File: config.mk
export PLATFORM = sky130hd
export DESIGN_NAME = uart_flag_ctrl
export DESIGN_NICKNAME = d
export VERILOG_FILES = /design/src/rtl/uart_flag_pkg.sv /design/src/rtl/flag_cell.sv /design/src/rtl/rx_check.sv /design/src/rtl/tend_ctrl.sv /design/src/rtl/uart_flag_ctrl.sv
export SDC_FILE = /design/constraint.sdc
export NUM_CORES = 1
export LEC_CHECK = 0
export ABC_AREA = 1
export BUFFER_PORTS_ARGS = -buffer_cell sky130_fd_sc_hd__buf_2
export CAP_MARGIN = 20
export CORE_AREA = 5 5 42 44
export CTS_BUF_LIST = sky130_fd_sc_hd__clkbuf_4 sky130_fd_sc_hd__clkbuf_8
export DETAILED_ROUTE_END_ITERATION = 8
export DIE_AREA = 0 0 47 49
export GPL_TIMING_DRIVEN = 1
export PLACE_DENSITY = 0.79
export RECOVER_POWER = 100
export SYNTH_ARGS = -nofsm -noshare
export SYNTH_HDL_FRONTEND = slang
export SYNTH_SLANG_ARGS = --single-unit
File: constraint.sdc
create_clock -name clk -period 1.65 [get_ports clk]
set_input_delay 0.33 -clock clk [delete_from_list [all_inputs] [get_ports clk]]
set_output_delay 0.33 -clock clk [all_outputs]
set_load 0.03 [all_outputs]
File: src/rtl/uart_flag_pkg.sv
// Shared constants for the serial status flag controller.
// Assumes status bit positions are fixed by software convention.
package uart_flag_pkg;
    localparam int STAT_W = 4;
    localparam int NCELL  = 3;    // writable-by-clear flags held in generic cells
    localparam int B_TDRE = 0;
    localparam int B_RDRF = 1;
    localparam int B_PER  = 2;
    localparam int B_TEND = 3;
endpackage

File: src/rtl/flag_cell.sv
// One status flag with the two-step clear rule: a read that sees the flag
// at 1 arms it, and a later write of 0 clears it. Any write disarms.
// A set event beats a same-cycle clear. force_i returns it to INIT.
// Assumes rd_i/wr_i are single-cycle strobes from the register port.
module flag_cell #(
    parameter logic INIT = 1'b0
) (
    input  logic clk,
    input  logic rst_n,
    input  logic force_i,
    input  logic set_i,
    input  logic rd_i,
    input  logic wr_i,
    input  logic wr_bit_i,
    output logic flag_o,
    output logic clr_o
);
    logic flag_q;
    logic arm_q;
    logic clr_req;

    assign clr_req = wr_i && !wr_bit_i && arm_q;
    assign clr_o   = clr_req && !set_i && !force_i;
    assign flag_o  = flag_q;

    // Flag register: force, then set, then qualified clear.
    always_ff @(posedge clk) begin
        if (!rst_n || force_i)  flag_q <= INIT;
        else if (set_i)         flag_q <= 1'b1;
        else if (clr_req)       flag_q <= 1'b0;
    end

    // Arm latch: remembers a read that observed the flag set.
    always_ff @(posedge clk) begin
        if (!rst_n || force_i)   arm_q <= 1'b0;
        else if (wr_i)           arm_q <= 1'b0;
        else if (rd_i && flag_q) arm_q <= 1'b1;
    end


    clear_needs_read_chk: assert property (@(posedge clk) disable iff (!rst_n)
        $fell(flag_q) |-> ($past(force_i) || $past(arm_q && wr_i && !wr_bit_i)));


    set_wins_chk: assert property (@(posedge clk) disable iff (!rst_n)
        (set_i && !force_i) |=> flag_q);
endmodule

File: src/rtl/rx_check.sv
// Receive acceptance and parity judgement for one character event.
// Assumes rx_done_i is a single-cycle pulse with data and parity valid.
module rx_check #(
    parameter int DATA_W = 8
) (
    input  logic              rx_done_i,
    input  logic [DATA_W-1:0] rx_data_i,
    input  logic              rx_par_i,
    input  logic              odd_par_i,
    input  logic              re_i,
    input  logic              per_i,
    input  logic              standby_i,
    output logic              load_o,
    output logic              good_o,
    output logic              bad_o
);
    logic accept;
    logic mismatch;

    // Acceptance and parity decision for the current event.
    always_comb begin
        accept   = rx_done_i && re_i && !per_i && !standby_i;
        mismatch = ((^rx_data_i) ^ rx_par_i) != odd_par_i;
        load_o   = accept;
        good_o   = accept && !mismatch;
        bad_o    = accept && mismatch;
    end
endmodule

File: src/rtl/tend_ctrl.sv
// Transmit-end flag: set by a last-bit event while transmit empty is 1,
// cleared by a completed two-step clear of transmit empty, and forced to 1
// while transmit is disabled, in standby or in reset. Read-only for software.
module tend_ctrl (
    input  logic clk,
    input  logic rst_n,
    input  logic te_i,
    input  logic standby_i,
    input  logic last_i,
    input  logic tdre_i,
    input  logic tdre_clr_i,
    output logic tend_o
);
    logic tend_q;
    logic set_ev;

    assign set_ev = last_i && tdre_i;
    assign tend_o = tend_q;

    // Flag register: force high, then set, then clear with transmit empty.
    always_ff @(posedge clk) begin
        if (!rst_n || !te_i || standby_i) tend_q <= 1'b1;
        else if (set_ev)                  tend_q <= 1'b1;
        else if (tdre_clr_i)              tend_q <= 1'b0;
    end


    te_off_forces_chk: assert property (@(posedge clk) disable iff (!rst_n)
        !te_i |=> tend_q);


    last_bit_sets_chk: assert property (@(posedge clk) disable iff (!rst_n)
        (te_i && last_i && tdre_i) |=> tend_q);
endmodule

File: src/rtl/uart_flag_ctrl.sv
// Top of the serial status flag controller. Builds the three clearable flags
// from flag_cell, judges received characters in rx_check and derives
// transmit end in tend_ctrl. Assumes all event inputs are one-cycle pulses
// synchronous to clk.
module uart_flag_ctrl
    import uart_flag_pkg::*;
#(
    parameter int DATA_W = 8
) (
    input  logic              clk,
    input  logic              rst_n,
    input  logic              standby_i,
    input  logic              te_i,
    input  logic              re_i,
    input  logic              odd_par_i,
    input  logic              rx_done_i,
    input  logic [DATA_W-1:0] rx_data_i,
    input  logic              rx_par_i,
    input  logic              tx_take_i,
    input  logic              tx_last_i,
    input  logic              rd_en_i,
    input  logic              wr_en_i,
    input  logic [STAT_W-1:0] wr_data_i,
    output logic [STAT_W-1:0] rd_data_o,
    output logic              tdre_o,
    output logic              rdrf_o,
    output logic              per_o,
    output logic              tend_o,
    output logic              rdr_load_o,
    output logic              rx_halt_o
);
    logic [NCELL-1:0] set_v;
    logic [NCELL-1:0] flag_v;
    logic [NCELL-1:0] clr_v;
    logic             rx_good;
    logic             rx_bad;
    logic             tend_w;

    rx_check #(.DATA_W(DATA_W)) u_rx (
        .rx_done_i (rx_done_i),
        .rx_data_i (rx_data_i),
        .rx_par_i  (rx_par_i),
        .odd_par_i (odd_par_i),
        .re_i      (re_i),
        .per_i     (flag_v[B_PER]),
        .standby_i (standby_i),
        .load_o    (rdr_load_o),
        .good_o    (rx_good),
        .bad_o     (rx_bad)
    );

    // Set-event routing to the clearable flag cells.
    always_comb begin
        set_v         = '0;
        set_v[B_TDRE] = tx_take_i;
        set_v[B_RDRF] = rx_good;
        set_v[B_PER]  = rx_bad;
    end

    for (genvar i = 0; i < NCELL; i++) begin : g_cell
        flag_cell #(.INIT(i == B_TDRE)) u_cell (
            .clk      (clk),
            .rst_n    (rst_n),
            .force_i  (standby_i),
            .set_i    (set_v[i]),
            .rd_i     (rd_en_i),
            .wr_i     (wr_en_i),
            .wr_bit_i (wr_data_i[i]),
            .flag_o   (flag_v[i]),
            .clr_o    (clr_v[i])
        );
    end

    tend_ctrl u_tend (
        .clk        (clk),
        .rst_n      (rst_n),
        .te_i       (te_i),
        .standby_i  (standby_i),
        .last_i     (tx_last_i),
        .tdre_i     (flag_v[B_TDRE]),
        .tdre_clr_i (clr_v[B_TDRE]),
        .tend_o     (tend_w)
    );

    // Output mapping and status read image.
    always_comb begin
        tdre_o    = flag_v[B_TDRE];
        rdrf_o    = flag_v[B_RDRF];
        per_o     = flag_v[B_PER];
        tend_o    = tend_w;
        rx_halt_o = flag_v[B_PER];
        rd_data_o = {tend_w, flag_v[B_PER], flag_v[B_RDRF], flag_v[B_TDRE]};
    end


    halt_blocks_load_chk: assert property (@(posedge clk) disable iff (!rst_n)
        per_o |-> !rdr_load_o);


    bad_char_no_rdrf_chk: assert property (@(posedge clk) disable iff (!rst_n)
        (rx_bad && !standby_i) |=> (per_o && !$rose(rdrf_o)));


    tend_write_ignored_chk: assert property (@(posedge clk) disable iff (!rst_n)
        (wr_en_i && !wr_data_i[B_TEND] && tend_o && te_i && !clr_v[B_TDRE]) |=> tend_o);
endmodule

== Word level (Yosys, flattened, before mapping) ==
Cells that the tools add are included.

* Register bits after elaboration: 7
* Bits of input ports: 24
* Logic and storage cells: 48

* Eq/ne operators: 1
* Muxes and demuxes: 4
* Bitwise logic cells: 1
* Reductions and logical operators: 35

{| class="wikitable"
|+ Operators with widths
! kind !! count
|-
| $logic_and A1 B1 Y1 || 17
|-
| $logic_not A1 Y1 || 9
|-
| $reduce_xor A8 Y1 || 1
|-
| $reduce_or A2 Y1 || 3
|-
| $mux W1 || 4
|-
| $reduce_bool A2 Y1 || 2
|-
| $logic_or A1 B1 Y1 || 3
|-
| $ne A1 B1 Y1 || 1
|-
| $xor A1 B1 Y1 || 1
|}

== Longest topological paths before layout ==
Gate-level depths: netlist of run 1.

* Word-level depth: 6
* Mapped depth: 11
* Mapped depth without buffers: 11

== Cells and area by module ==
A second synthesis of run 1 with hierarchy kept.

* Cell total of the unflattened synthesis: 94
* Area total of the unflattened synthesis: 591.8 um^2

{| class="wikitable"
|+ Modules (own cells, without submodules)
! module !! times used !! cells an instance !! area each (um^2) !! sequential area each (um^2)
|-
| flag_cell (g_cell[1].u_cell ...) || 2 || 12 || 107.6 || 40.0
|-
| rx_check || 1 || 44 || 201.4 || 0.0
|-
| flag_cell (g_cell[0].u_cell) || 1 || 14 || 93.8 || 40.0
|-
| tend_ctrl || 1 || 7 || 43.8 || 20.0
|-
| uart_flag_ctrl || 1 || 5 || 37.5 || 0.0
|}

== Worst setup path after synthesis of run 1 ==
OpenSTA, ideal clock, no wires.

* Kind: register to register
* Start point: register g_cell[2].u_cell.flag_q
* End point: register g_cell[2].u_cell.flag_q
* Data arrival time: 1.550 ns
* Required time: 1.580 ns
* Slack: 0.030 ns
* Cell stages (with the launch flop): 4
* Clock period less this slack: 1.620 ns
* Cells stage by stage: dfxtp_1 nor3_1 nand3_1 a21oi_1

* Longest elaborated chain between the ends: 5

{| class="wikitable"
|+ RTL lines
! item !! RTL line !! text
|-
| start, declared || flag_cell.sv:18 || <nowiki>logic flag_q;</nowiki>
|-
| start signal, assigned || flag_cell.sv:28 || <nowiki>if (!rst_n || force_i) flag_q <= INIT;</nowiki>
|-
| start signal, assigned || flag_cell.sv:29 || <nowiki>else if (set_i) flag_q <= 1'b1;</nowiki>
|-
| start signal, assigned || flag_cell.sv:30 || <nowiki>else if (clr_req) flag_q <= 1'b0;</nowiki>
|-
| $logic_not A1 Y1 (*) || rx_check.sv:22 || <nowiki>accept = rx_done_i && re_i && !per_i && !standby_i;</nowiki>
|-
| $logic_and A1 B1 Y1 (*) (2 in a row) || rx_check.sv:22 ||
|-
| via rdr_load_o || uart_flag_ctrl.sv:29 || <nowiki>output logic rdr_load_o,</nowiki>
|-
| $logic_and A1 B1 Y1 (*) || rx_check.sv:26 || <nowiki>bad_o = accept && mismatch;</nowiki>
|-
| $mux W1 or $reduce_bool A2 Y1 (tied branches) || -- ||
|}

Mark *: on every way through the listed nets, which the timed path passes. The rest lies on a longest branch.
A chain may end at the register's enable or synchronous reset.

== Final worst setup path of run 1 ==
* Start point: register g_cell[2].u_cell.flag_q
* End point: output port rdr_load_o

* Longest elaborated chain between the ends: 3

{| class="wikitable"
|+ RTL lines
! item !! RTL line
|-
| $logic_not A1 Y1 || rx_check.sv:22
|-
| $logic_and A1 B1 Y1 (2 in a row) || rx_check.sv:22
|-
| end, declared || uart_flag_ctrl.sv:29
|}

Every way passes these cells.

==> metrics, run 1 <==
vias in the first global route 530; CTS Sinks 7; crit share post-route 91.2%; share of cells above drive strength 1 22.5%; cell area power density 694 nW/um^2; die footprint 2300 sq um; CTS max path bufs 2; initial core utilization 33.9%; CP max stage delay 0.35 ns; Critical Path RT 1.32 ns; Hold Startpoint te_i; Slew headroom 74.6%; Die W 47 microns; R2R setup slack 0.69 ns; worst-margin pin slew 0.382 ns; Clock Latency Late Sink 0.25 ns; Data arrival, critical path 1.18 ns; Worst setup SP type flip-flop; Synth area leaders dfxtp_1 29%, nand2_1 24%, inv_1 10%; GPL Wtd Cong 0.707; pre-CTS WS 0.336 ns; flops & latches, synth 7; synth cell count leaders 31 x nand2_1, 13 x inv_1, 7 x dfxtp_1; power share of the combinational group 21.9%; max-slew violations 0; final wirelength 1210 microns; post-synthesis area per instance 5.94 sq um; Reg power frac 39.5%; post-route setup slack 0.145 ns; ys async rst share 0%; largest net degree at the start of global routing 7; fmax 664 MHz; gr usage total 10.8%; syn nets 104; post-synthesis cell type count 14; Sw Pwr 117 uW; first-pass GRT wire length 1900 microns; nets 136; cell row count 14; YS warnings 0; Final Critical Period 1.51 ns; DRC 0; postcts setup bufs 0; endpoints failing hold 0; CP max FO 6; hold depth 2; H-tree depth 1; clk root buf clkbuf_4; final setup TNS 0 ns; unrepaired setup endpoints after global routing false; area leader, netlist dfxtp_1; FF-to-FF Start g_cell[2].u_cell.flag_o$_SDFFE_PP0P_; register area share after synthesis 29.5%; CTS tree done; post-synthesis instance area 475 sq um; Post-synth EDFFs 0; Max-cap violations 0; reg2reg end g_cell[2].u_cell.flag_o$_SDFFE_PP0P_; Post-CTS Hold Buffers 0; Cells after DPL 123; IO buf count 32; Final Total Pwr 438 uW; Switching Share 26.8%; cell chain of the critical path nor3_1 > clkbuf_2; # diodes 0; Non-Filler Instances 127; CTS clock-pin slew for the worst setup and hold paths 0.05 ns; ANT nets after route 0; IO Pins 34; Die H 49 microns; CP endpoint kind output pin; leakage 0.000345 uW; CP Class flip-flop to output pin; Starting DRT DRC Count 9; final setup violation count 0; area growth from synthesis to layout 32.6%; CTS resizes 0; CORE AREA 1400 sq um; internal power 321 uW; Vias per Instance 4.39; Worst path slowest cell dfxtp_1; hold crit path type primary input to flip-flop; Final Hold Slack 0.275 ns; CTS Buf Count 3; Worst Hold Path EP u_tend.tend_o$_SDFFE_PP1P_; drt wl/cell 9.53 microns; Post-Synthesis Cells 80; top-count cell post-synth nand2_1; initial antenna violation count 0; status completed; clock network power share 38.6%; Layout Skew 0.00388 ns; crit path launch g_cell[2].u_cell.flag_o$_SDFFE_PP0P_; Worst Reg2Reg Path Length in Cells 3; total gr overflow 0; Synth top area share 29.5%; Pre-antenna DRT Iters 2; Main synth FF type dfxtp_1; via count 558; post-detail-place hpwl 1010 microns; maximum VDD drop 315 uV
power by group through the flow:
stage,sequential (uW),combinational [uW],clock [uW]
after floorplan,178,56.8,0
after global placement,176,95.0,0
after detailed placement,176,98.0,0
after CTS,173,98.8,175
after global routing,173,111,184
final,173,95.8,169
through the flow:
stage	utilization [%]	instance area [sq um]
global route	45.0	631
detailed placement	44.1	618
global placement	44.1	618
finish	45.0	631
CTS	46.3	648
floorplan	-	475
per-layer routing:
layer  GRT usage, %  wire length (microns)  vias up
li1               -                      -      306
met1           11.5                    459      231
met2           18.1                    642       19
met3           3.69                     87        2
met4           5.07                     20        0
met5              0                      0        -
cell families (layout without fill, tap and decap cells):
family	Yosys count	after routing	synth area share [%]
flops	7	7	29.5
xor+xnor	1	1	1.84
buf+inv	18	49	18.2
simple gates	44	44	37.4
compound gates	10	10	13.2
critical path: cells and delay by family, from the launching register on:
kind	cells	cell delay, ns
buffers and inverters	1	0.27
DFF	1	0.35
and+or+nand+nor	1	0.31
layout make-up:
cell class                 count  area (sq um)
fill                         165           771
multi-input combinational     55           245
timing repair buffer          32           146
sequential                     7           140
inverter                      13          48.8
clock buffer                   4          30.0
tap                           16          20.0
worst max path at each step:
| stage | slack (ns) | end | cells after the start |
|---|---|---|---|
| after floorplan | 0.03 | g_cell[2].u_cell.flag_o$_SDFFE_PP0P_ | 3 |
| after global placement | 0.32 | rdr_load_o | 3 |
| after detailed placement | 0.34 | rdr_load_o | 3 |
| after CTS | 0.15 | rdr_load_o | 2 |
| after global routing | 0.05 | rdr_load_o | 2 |
| final | 0.14 | rdr_load_o | 2 |
sequential cells by signal, indices dropped and copies added (netlist names):
name                  cells
g_cell.u_cell.flag_o      3
g_cell.u_cell.arm_q       3
u_tend.tend_o             1
layout by cell type, fill, tap and decap left out, drive strengths merged, types with 2 or more instances in the layout:
| cell type | synthesis | final |
|---|---|---|
| a21oi | 6 | 6 |
| buf | 5 | 20 |
| clkbuf | 0 | 16 |
| dfxtp | 7 | 7 |
| inv | 13 | 13 |
| nand2 | 31 | 31 |
| nand3 | 6 | 6 |
| nor2 | 5 | 5 |
| o31ai | 2 | 2 |
(Power assumes the default switching activity.)
==> inputs of run 2 (changes only) <==
- MAX_ROUTING_LAYER: not set -> met4
==> metrics, run 2 (synthesized netlist as in run 1, its figures left out) <==
status completed (unchanged); initial core utilization 33.9% (unchanged); fmax 664 MHz (about the same); Reg power frac 39.5% (about the same); ANT nets after route 0 (unchanged); commonest non-fill, non-tap cell in the layout nand2_1 (unchanged); hold crit path type primary input to flip-flop (unchanged); CORE AREA 1400 sq um (unchanged); most frequent cells in the layout 31 x nand2_1, 20 x buf_2, 13 x inv_1 (unchanged); Cells after DPL 123 (unchanged); gr usage total 11.1% (was 10.8%); Clock Latency Late Sink 0.25 ns (about the same); Post-CTS Hold Buffers 0 (unchanged); Die H 49 microns (unchanged); die footprint 2300 sq um (unchanged); multi-input logic area 245 sq um (unchanged); Switching Share 26.8% (about the same); internal power 321 uW (unchanged); worst-margin pin slew 0.382 ns (unchanged); Worst setup SP type flip-flop (unchanged); DRC 0 (unchanged); CTS tree done (unchanged); share of cells above drive strength 1 22.5% (unchanged); CTS Buf Count 3 (unchanged); met1 Use GR 11.7% (was 11.5%); clock network power share 38.6% (about the same); postcts setup bufs 0 (unchanged); via count 558 (unchanged); IO Pins 34 (unchanged); crit path to rdr_load_o (unchanged); vias in the first global route 530 (unchanged); Data arrival, critical path 1.18 ns (about the same); largest net degree at the start of global routing 7 (unchanged); routing usage on met2 18.1% (unchanged); FF-to-FF Start g_cell[2].u_cell.flag_o$_SDFFE_PP0P_ (unchanged); CTS clock-pin slew for the worst setup and hold paths 0.05 ns (about the same); cell row count 14 (unchanged); # fillers 165 (unchanged); crit path launch g_cell[2].u_cell.flag_o$_SDFFE_PP0P_ (unchanged); area growth from synthesis to layout 32.6% (unchanged); # diodes 0 (unchanged); busiest layer in global routing met2 (unchanged); register area 140 sq um (unchanged); max-slew violations 0 (unchanged); Sw Pwr 117 uW (about the same); CTS Sinks 7 (unchanged); maximum VDD drop 315 uV (about the same); IO buf count 32 (unchanged); power share of the combinational group 21.9% (about the same); CP endpoint kind output pin (unchanged); clk root buf clkbuf_4 (unchanged); Critical Path RT 1.32 ns (about the same); routing usage on met3 3.32% (was 3.69%); crit share post-route 91.2% (about the same); Starting DRT DRC Count 9 (unchanged); first-pass GRT wire length 1900 microns (unchanged); Non-Filler Instances 127 (unchanged); total gr overflow 0 (unchanged); Slew headroom 74.6% (unchanged); endpoints failing hold 0 (unchanged); Layout Skew 0.00389 ns (was 0.00388 ns); final setup violation count 0 (unchanged); final setup TNS 0 ns (unchanged); initial antenna violation count 0 (unchanged); nets 136 (unchanged); H-tree depth 1 (unchanged); Die W 47 microns (unchanged); CP max FO 6 (unchanged); R2R setup slack 0.69 ns (about the same); post-detail-place hpwl 1010 microns (unchanged); Final Critical Period 1.51 ns (about the same); Max-cap violations 0 (unchanged); CP Class flip-flop to output pin (unchanged); final wirelength 1210 microns (unchanged); GPL Wtd Cong 0.715 (was 0.707); Pre-antenna DRT Iters 2 (unchanged); cell area power density 694 nW/um^2 (about the same); leakage 0.000345 uW (unchanged); reg2reg end g_cell[2].u_cell.flag_o$_SDFFE_PP0P_ (unchanged); drt wl/cell 9.53 microns (unchanged); CTS resizes 0 (unchanged); Vias per Instance 4.39 (unchanged); Worst Reg2Reg Path Length in Cells 3 (unchanged); unrepaired setup endpoints after global routing false (unchanged); CTS max path bufs 2 (unchanged)
[run 2: metrics by stage]
stage / instance area [sq um] / utilization [%] / total power (uW) / worst slack, ns / hold slack (ns)
2_1_floorplan: 475 / - / 235 / 0.0300 / 0.414
3_3_place_gp: 618 / 44.1 / 271 / 0.318 / 0.462
3_5_place_dp: 618 / 44.1 / 274 / 0.336 / 0.475
4_1_cts: 648 / 46.3 / 446 / 0.155 / 0.277
5_1_grt: 631 / 45.0 / 468 / 0.0492 / 0.272
6_report: 631 / 45.0 / 438 / 0.145 / 0.275
[run 2: worst min path at each step]
stage,start,to,slack (ns),depth (start not counted)
global placement,g_cell[2].u_cell.arm_q$_SDFFE_PP0P_,g_cell[2].u_cell.arm_q$_SDFFE_PP0P_,0.46,2
detailed placement,g_cell[0].u_cell.arm_q$_SDFFE_PP0P_,g_cell[0].u_cell.arm_q$_SDFFE_PP0P_,0.48,2
CTS,te_i,u_tend.tend_o$_SDFFE_PP1P_,0.28,2
global route,te_i,u_tend.tend_o$_SDFFE_PP1P_,0.27,2
finish,te_i,u_tend.tend_o$_SDFFE_PP1P_,0.27,2
floorplan,te_i,u_tend.tend_o$_SDFFE_PP1P_,0.41,1
[run 2: routing by layer]
layer | up-vias | routed length (microns)
met2 | 19 | 642
met3 | 2 | 75
li1 | 306 | -
met5 | - | 0
met4 | 0 | 20
met1 | 231 | 472
[run 2: cell type report]
class                           count  area share, %
Timing Repair Buffer               32           23.2
Multi-Input combinational cell     55           38.9
Tap cell                           16           3.17
Clock buffer                        4           4.76
Inverter                           13           7.74
Sequential cell                     7           22.2
[run 2: worst max-delay path: stages (launching register included)]
cell	delay [ns]
dfxtp_1	0.35
nor3_1	0.31
clkbuf_2	0.27
[run 2: power groups by stage]
| stage | registers [uW] | clock network (uW) | logic, uW |
|---|---|---|---|
| after floorplan | 178 | 0 | 56.8 |
| after global placement | 176 | 0 | 95.0 |
| after detailed placement | 176 | 0 | 98.0 |
| after CTS | 173 | 175 | 98.8 |
| after global routing | 173 | 184 | 111 |
| final | 173 | 169 | 95.8 |
==> inputs of run 3 (changes only) <==
- clock period: 1.65 -> 1.9 ns (I/O delays scaled with it)
==> metrics, run 3 (synthesized netlist as in run 1, its figures left out) <==
commonest non-fill, non-tap cell in the layout nand2_1 (unchanged); Die H 49 microns (unchanged); final instance area 632 sq um (was 631 sq um); H-tree depth 1 (unchanged); Die W 47 microns (unchanged); nets 136 (unchanged); vias in the first global route 577 (was 530); final wirelength 1200 microns (was 1210 microns); final setup violation count 0 (unchanged); multi-input logic area 245 sq um (unchanged); CP max FO 6 (unchanged); max-slew violations 0 (unchanged); Vias per Instance 4.51 (was 4.39); first-pass GRT wire length 2140 microns (was 1900 microns); area growth from synthesis to layout 32.9% (was 32.6%); initial core utilization 33.9% (unchanged); status completed (unchanged); IO buf count 32 (unchanged); share of cells above drive strength 1 23.4% (was 22.5%); Post-CTS Hold Buffers 0 (unchanged); leakage 0.000348 uW (was 0.000345 uW); clk root buf clkbuf_4 (unchanged); Slew headroom 74.4% (was 74.6%); ANT nets after route 0 (unchanged); Final Critical Period 1.53 ns; DRC 0 (unchanged); Max-cap violations 0 (unchanged); CTS max path bufs 2 (unchanged); largest net degree at the start of global routing 7 (unchanged); cell row count 14 (unchanged); Layout Skew 0.000274 ns (was 0.00389 ns); worst-margin pin slew 0.386 ns (was 0.382 ns); cell chain of the critical path nor3_1 > buf_2 (was nor3_1 > clkbuf_2); Worst path slowest cell dfxtp_1 (unchanged); Starting DRT DRC Count 4 (was 9); CP endpoint kind output pin (unchanged); GPL Wtd Cong 0.718 (was 0.715); gr usage total 12.5% (was 11.1%); fmax 655 MHz; CTS Buf Count 3 (unchanged); via count 573 (was 558); endpoints failing hold 0 (unchanged); total gr overflow 0 (unchanged); Pre-antenna DRT Iters 3 (was 2); crit share post-route 80.3%; Data arrival, critical path 1.15 ns (was 1.18 ns); unrepaired setup endpoints after global routing false (unchanged); postcts setup bufs 0 (unchanged); placed inst area 618 sq um (unchanged); Worst setup SP type flip-flop (unchanged); CTS tree done (unchanged); Clock Latency Late Sink 0.24 ns (was 0.25 ns); final setup TNS 0 ns (unchanged); CTS Sinks 7 (unchanged); most frequent cells in the layout 31 x nand2_1, 22 x buf_2, 13 x inv_1 (was 31 x nand2_1, 20 x buf_2, 13 x inv_1); initial antenna violation count 0 (unchanged); CORE AREA 1400 sq um (unchanged); Critical Path RT 1.52 ns (was 1.32 ns); CTS clock-pin slew for the worst setup and hold paths 0.06 ns (was 0.05 ns); IO Pins 34 (unchanged); drt wl/cell 9.44 microns (was 9.53 microns); post-detail-place hpwl 1020 microns (was 1010 microns); hold crit path type primary input to flip-flop (unchanged); # fillers 164 (was 165); CP Class flip-flop to output pin (unchanged); maximum VDD drop 332 uV (was 315 uV); # diodes 0 (unchanged); CP max stage delay 0.34 ns (was 0.35 ns); cell area power density 612 nW/um^2 (was 694 nW/um^2); die footprint 2300 sq um (unchanged); Final Total Pwr 387 uW (was 438 uW); register area 140 sq um (unchanged); CTS resizes 0 (unchanged)
[run 3: cell count changes in the layout (fill, tap and decap cells not counted), sizes merged]
cell / delta
clkbuf: -2
buf: +2
[run 3: worst paths after layout]
kind	cells after the start	startpoint	end	slack (ns)
max	2	g_cell[2].u_cell.flag_o$_SDFFE_PP0P_	rdr_load_o	0.37
min	2	te_i	u_tend.tend_o$_SDFFE_PP1P_	0.31
max reg2reg	3	g_cell[2].u_cell.flag_o$_SDFFE_PP0P_	g_cell[1].u_cell.flag_o$_SDFFE_PP0P_	0.94
min reg2reg	2	u_tend.tend_o$_SDFFE_PP1P_	u_tend.tend_o$_SDFFE_PP1P_	0.48
[run 3: metal layers]
metal  GRT usage, %  routed length, microns
met1           13.7                     467
met2           21.7                     660
met3           1.11                      71
met4           5.53                       0
met5              -                       0
[run 3: area by class of cell]
type,count,share of cell area [%]
flip-flops and latches,7,22.2
clock buffers,4,4.75
repair buffers,32,23.4
inverters,13,7.72
multi-input cells,55,38.8
well taps,16,3.17
[run 3: critical path, delay by kind of cell, from the launching register on]
family,cells,cell delay [ns]
flip-flops,1,0.34
AND/OR/NAND/NOR,1,0.30
buffers and inverters,1,0.26
[run 3: power breakdown]
| group | switching (uW) | leakage [uW] | internal [uW] |
|---|---|---|---|
| sequential | 1.39 | 0.0000566 | 149 |
| combinational | 47.9 | 0.000273 | 35.9 |
| clock | 58.3 | 0.0000184 | 94.6 |
[run 3: metrics by stage]
stage	util [%]	instances	hold WS (ns)	worst slack [ns]
4_1_cts	46.3	127	0.304	0.348
6_report	45.1	127	0.307	0.374
2_1_floorplan	-	80	0.451	0.251
3_5_place_dp	44.1	123	0.475	0.478
3_3_place_gp	44.1	123	0.462	0.467
5_1_grt	45.1	127	0.310	0.242
